[src/rtl/sdc_pkg.sv]
package sdc_pkg;
  typedef enum logic [1:0] {
    LINK_SEPARATE  = 2'b00,
    LINK_DECADE    = 2'b01,
    LINK_BIQUINARY = 2'b10,
    LINK_SEPARATE2 = 2'b11
  } link_mode_e;

  localparam int QUINT_W = 3;
  localparam logic [QUINT_W-1:0] QUINT_LAST = 3'd4;

  // next state of the five-state section; any code above the last state folds to zero
  function automatic logic [QUINT_W-1:0] quint_next(input logic [QUINT_W-1:0] v);
    return (v >= QUINT_LAST) ? '0 : v + 1'b1;
  endfunction

  // decade terminal: value nine
  function automatic logic is_decade_end(input logic a, input logic [QUINT_W-1:0] v);
    return a && (v == QUINT_LAST);
  endfunction

  // bi-quinary terminal: value twelve
  function automatic logic is_biq_end(input logic a, input logic [QUINT_W-1:0] v);
    return a && (v == QUINT_LAST);
  endfunction
endpackage

[src/rtl/sdc_strobe_edge.sv]
module sdc_strobe_edge #(
  parameter int SYNC_STAGES = 2
) (
  input  logic clk,
  input  logic rst_q,
  input  logic din,
  output logic fall
);
  localparam int MSB = SYNC_STAGES - 1;

  logic [MSB:0] sync_sh;
  logic         last_lvl;

  always_ff @(posedge clk or posedge rst_q) begin
    if (rst_q) begin
      sync_sh  <= '0;
      last_lvl <= 1'b0;
    end else begin
      sync_sh  <= {sync_sh[MSB-1:0], din};
      last_lvl <= sync_sh[MSB];
    end
  end

  assign fall = last_lvl & ~sync_sh[MSB];
endmodule

[src/rtl/sdc_div2.sv]
module sdc_div2 (
  input  logic clk,
  input  logic rst_q,
  input  logic en,
  output logic q
);
  always_ff @(posedge clk or posedge rst_q) begin
    if (rst_q) q <= 1'b0;
    else if (en) q <= ~q;
  end

  a_r2_hold: assert property (@(posedge clk) disable iff (rst_q) !en |=> $stable(q))
    else $error("divide-by-two moved without a count event");
endmodule

[src/rtl/sdc_div5.sv]
module sdc_div5
  import sdc_pkg::*;
(
  input  logic               clk,
  input  logic               rst_q,
  input  logic               en,
  output logic [QUINT_W-1:0] value
);
  always_ff @(posedge clk or posedge rst_q) begin
    if (rst_q) value <= '0;
    else if (en) value <= quint_next(value);
  end

  a_r3_legal: assert property (@(posedge clk) disable iff (rst_q) value <= QUINT_LAST)
    else $error("divide-by-five holds an unused code");
  a_r3_hold: assert property (@(posedge clk) disable iff (rst_q) !en |=> $stable(value))
    else $error("divide-by-five moved without a count event");
  a_r3_wrap: assert property (@(posedge clk) disable iff (rst_q)
                              (en && value == QUINT_LAST) |=> value == '0)
    else $error("divide-by-five failed to wrap");
endmodule

[src/rtl/split_decade_counter.sv]
module split_decade_counter
  import sdc_pkg::*;
#(
  parameter int SYNC_STAGES = 2,
  parameter int RST_STAGES  = 2
) (
  input  logic       clk,
  input  logic       rst,
  input  logic [1:0] link_mode,
  input  logic       strobe_a,
  input  logic       strobe_b,
  output logic       qa,
  output logic       qb,
  output logic       qc,
  output logic       qd,
  output logic       tc
);
  logic [RST_STAGES-1:0] rst_sh;
  logic                  rst_q;

  // applied at once, released on the clock
  always_ff @(posedge clk or posedge rst) begin
    if (rst) rst_sh <= '1;
    else     rst_sh <= {rst_sh[RST_STAGES-2:0], 1'b0};
  end
  assign rst_q = rst_sh[RST_STAGES-1];

  logic ext_fall_a, ext_fall_b;

  sdc_strobe_edge #(.SYNC_STAGES(SYNC_STAGES)) u_edge_a (
    .clk(clk), .rst_q(rst_q), .din(strobe_a), .fall(ext_fall_a));
  sdc_strobe_edge #(.SYNC_STAGES(SYNC_STAGES)) u_edge_b (
    .clk(clk), .rst_q(rst_q), .din(strobe_b), .fall(ext_fall_b));

  logic               two_q;
  logic [QUINT_W-1:0] five_v;
  logic               two_last, msb_last;
  logic               link_fall_a, link_fall_d;
  logic               two_en, five_en;
  link_mode_e         mode;

  assign mode = link_mode_e'(link_mode);

  always_ff @(posedge clk or posedge rst_q) begin
    if (rst_q) begin
      two_last <= 1'b0;
      msb_last <= 1'b0;
    end else begin
      two_last <= two_q;
      msb_last <= five_v[QUINT_W-1];
    end
  end
  assign link_fall_a = two_last & ~two_q;
  assign link_fall_d = msb_last & ~five_v[QUINT_W-1];

  always_comb begin
    case (mode)
      LINK_DECADE: begin
        two_en  = ext_fall_a;
        five_en = link_fall_a;
      end
      LINK_BIQUINARY: begin
        two_en  = link_fall_d;
        five_en = ext_fall_b;
      end
      default: begin
        two_en  = ext_fall_a;
        five_en = ext_fall_b;
      end
    endcase
  end

  sdc_div2 u_two (.clk(clk), .rst_q(rst_q), .en(two_en), .q(two_q));
  sdc_div5 u_five (.clk(clk), .rst_q(rst_q), .en(five_en), .value(five_v));

  assign qa = two_q;
  assign qb = five_v[0];
  assign qc = five_v[1];
  assign qd = five_v[2];

  always_comb begin
    case (mode)
      LINK_DECADE:    tc = is_decade_end(two_q, five_v);
      LINK_BIQUINARY: tc = is_biq_end(two_q, five_v);
      default:        tc = 1'b0;
    endcase
  end

  a_r1_reset_clear: assert property (@(posedge clk) rst |-> !(qa || qb || qc || qd || tc))
    else $error("outputs not clear under reset");
  a_r5_decade_link: assert property (@(posedge clk) disable iff (rst_q)
                                     (mode == LINK_DECADE && $fell(qa)) |=> !$stable({qd, qc, qb}))
    else $error("decade link did not advance the five-state section");
  a_r6_biq_link: assert property (@(posedge clk) disable iff (rst_q)
                                  (mode == LINK_BIQUINARY && $fell(qd)) |=> !$stable(qa))
    else $error("bi-quinary link did not toggle the two-state section");
  a_r8_tc_low_separate: assert property (@(posedge clk) disable iff (rst_q)
                                         (link_mode == 2'b00 || link_mode == 2'b11) |-> !tc)
    else $error("terminal flag raised in separate mode");
endmodule

[config.mk]
export PLATFORM = sky130hd
export DESIGN_NAME = split_decade_counter
export DESIGN_NICKNAME = d
export VERILOG_FILES = /design/src/rtl/sdc_pkg.sv /design/src/rtl/sdc_strobe_edge.sv /design/src/rtl/sdc_div2.sv /design/src/rtl/sdc_div5.sv /design/src/rtl/split_decade_counter.sv
export SDC_FILE = /design/constraint.sdc
export NUM_CORES = 1
export LEC_CHECK = 0
export BUFFER_PORTS_ARGS = -buffer_cell sky130_fd_sc_hd__buf_4
export CORE_AREA = 2 2 39 41
export CTS_CLUSTER_SIZE = 16
export DETAILED_ROUTE_END_ITERATION = 10
export DIE_AREA = 0 0 41 43
export SYNTH_ARGS = -nofsm -noshare
export SYNTH_HDL_FRONTEND = slang
export SYNTH_SLANG_ARGS = --single-unit
[constraint.sdc]
create_clock -name clk -period 1.5 [get_ports clk]
set_input_delay 0.075 -clock clk [delete_from_list [all_inputs] [get_ports clk]]
set_output_delay 0.075 -clock clk [all_outputs]
set_load 0.05 [all_outputs]
==> qor.yml <==
power_and_ir_drop:
  total_power_mw: 1.35
  ir_drop_uv: 1070
  clock_power_share_pct: 19.6
  leakage_nw: 0.362
  sequentialPowerShare_pct: 40.9
  switching_share_pct: 40.1
  power.density_nw_per_um2: 1890
  p_switching_mw: 0.540
  power_frac_comb_pct: 39.5
  p_int_mw: 0.806
sta:
  timing.hold.ws_ps: 238
  period_share_pct: 94.9
  fin_ws_ps: 76.4
  skew_ps: 8.96
  timing.final.crit_period_ps: 1420
  finalSetupViolCount: 0
  fmaxAchievable_mhz: 702
  finalHoldViolCount: 0
  setup_tns_ps: 0
  rsz0062_at_grt: "false"
  finalMaxSlewViolations: 0
final_layout:
  diodes: 0
  regArea_um2: 353
  drive_above_1_share_pct: 35.1
  final_util_pct: 51.5
  final_nets: 68
  syn2layout_area_growth_pct: 31.9
  fin_area_um2: 713
  most-common-layout-cells: "dfrtp_1, buf_4, inv_1"
  final-instance-count-excl-fill: 73
  layout_commonest_cell: "dfrtp_1"
  multi_input_area_um2: 173
  nFillCells: 133
floorplan:
  die_w_um: 41
  dieArea_um2: 1760
  row_count: 14
  initial_core_util_pct: 39.1
  io_pins: 11
  core_um2: 1380
  dieHeight_um: 43
global_routing:
  overflow: 0
  grt.total_usage_pct: 11.6
  grt_pass1_vias: 303
  grt_antenna_before_repair: 0
  grt_max_degree: 13
  grt_pass1_wl_um: 1280
yosys:
  syn_area_um2: 541
  ys_types: 16
  synth_warnings: 0
  netlist_instances: 40
  synth_nets: 50
  synth-seq-area-share_pct: 65.3
  syn-mean-instance-area_um2: 13.5
  ys_ff_latch: 14
clock_network:
  cts_made_buffers: 3
  clock_latency_ps: 280
  clk_pin_slew_ps: 80
  cts_resized: 0
  clock-sinks: 14
  cts_tree: "built"
  cts-root-buf: "clkbuf_4"
  htree_num_levels: 1
  cts.path.max_buffers: 2
routing:
  drt_iter0_markers: 0
  wl_um: 795
  drc_errors: 0
  vias: 319
  drt_pre_antenna_iters: 1
  wl_per_cell_um: 10.9
  ant_nets: 0
  detail_route.vias_per_cell: 4.37
setup_path:
  cpMaxStageDelayCell: "dfrtp_1"
  cp_cell_sequence: "inv_1 > ha_1 > nand2_1 > nor3_4 > buf_4"
  arrival_ps: 1350
  worst_r2r_endpoint: "u_five.value[0]"
  path_max_fanout: 5
  cp.required_ps: 1420
  cpPeakStageDelay_ps: 440
  start_kind: "flip-flop"
  reg2reg_slack_ps: 330
  rr_startpoint: "u_two.q"
  end_kind: "output pin"
  reg2reg_depth: 3
  path_class: "flip-flop to output pin"
min_path:
  hold_path.class: "flip-flop to async pin"
placed_design:
  gp_congestion: 0.641
  pre_cts_slack_ps: 336
  place_area_um2: 647
  portBuffers: 10
  dp_cells: 66
job:
  drv_cap: 0
outcome:
  status: "finished, final reports clean"
-- cell families after synthesis --
group | count (synthesis) | synth area share, %
XOR/XNOR | 1 | 1.62
buffers and inverters | 7 | 4.86
adder cells (fa/ha/maj) | 4 | 9.26
flip-flops | 14 | 65.3
multiplexers | 3 | 6.48
AO/OA/AOI/OAI | 2 | 2.78
other | 1 | 0.694
AND/OR/NAND/NOR | 8 | 9.03
-- critical path: cells and delay by family (launching register included) --
| kind | cells | cell delay [ps] |
|---|---|---|
| flops | 1 | 440 |
| buf+inv | 2 | 290 |
| simple gates | 2 | 190 |
| fa+ha+maj | 1 | 140 |
-- routing by layer --
layer | up-vias | part of all wire [%] | GRT usage (%)
li1 | 156 | - | -
met1 | 148 | 45 | 13.1
met2 | 11 | 47 | 17.8
met3 | 4 | 4.9 | 3.14
met4 | 0 | 2.9 | 8.00
met5 | - | 0 | 0
-- area by class of cell --
class | count | share of cell area, %
Timing Repair Buffer | 13 | 14.7
Clock buffer | 4 | 5.09
Inverter | 7 | 3.68
Multi-Input combinational cell | 19 | 24.2
Tap cell | 16 | 2.81
Sequential cell | 14 | 49.5
-- power by group through the flow --
stage                     sequential, mW  combinational, mW  clock (mW)
after floorplan                    0.733              0.197           0
after global placement             0.559              0.524           0
after detailed placement           0.560              0.528           0
after CTS                          0.552              0.539       0.273
after global routing               0.561              0.567       0.288
final                              0.550              0.532       0.264
-- flip-flops by register name (all words and copies together) (netlist names), 2 cells and up --
register,flops
rst_sh,2
u_edge_a.sync_sh,2
u_edge_b.sync_sh,2
u_five.value,3
-- synthesized netlist by cell type --
| cell type | count | area share [%] |
|---|---|---|
| dfrtp_1 | 12 | 56 |
| inv_1 | 7 | 4.9 |
| ha_1 | 4 | 9.3 |
| nand2_1 | 3 | 2.1 |
| dfstp_2 | 2 | 9.7 |
| mux2i_1 | 2 | 3.7 |
| a31oi_1 | 1 | 1.2 |
| conb_1 | 1 | 0.69 |
| mux2_4 | 1 | 2.8 |
| nand2b_4 | 1 | 2.5 |
| nand3b_1 | 1 | 1.4 |
| nor2_1 | 1 | 0.69 |
| nor3_1 | 1 | 0.93 |
| nor3b_1 | 1 | 1.4 |
| o21ai_2 | 1 | 1.6 |
| xnor2_1 | 1 | 1.6 |
-- worst max-delay path by stage --
| stage | from | end | slack [ps] | cells past startpoint |
|---|---|---|---|---|
| 3_3_place_gp | u_two.q | u_five.value[0] | 330 | 3 |
| 6_report | u_five.value[0] | tc | 80 | 5 |
| 4_1_cts | u_five.value[0] | tc | 60 | 5 |
| 5_1_grt | u_five.value[0] | tc | 10 | 5 |
| 2_1_floorplan | u_five.value[1] | tc | 80 | 4 |
| 3_5_place_dp | u_two.q | u_five.value[0] | 340 | 3 |
-- repair_timing --
item / in CTS / in global routing
hold buffers: 3 / 0
setup buffers: 0 / 0
endpoints found under the hold margin: 4 / 0
Power figures use the tool's default switching activity.
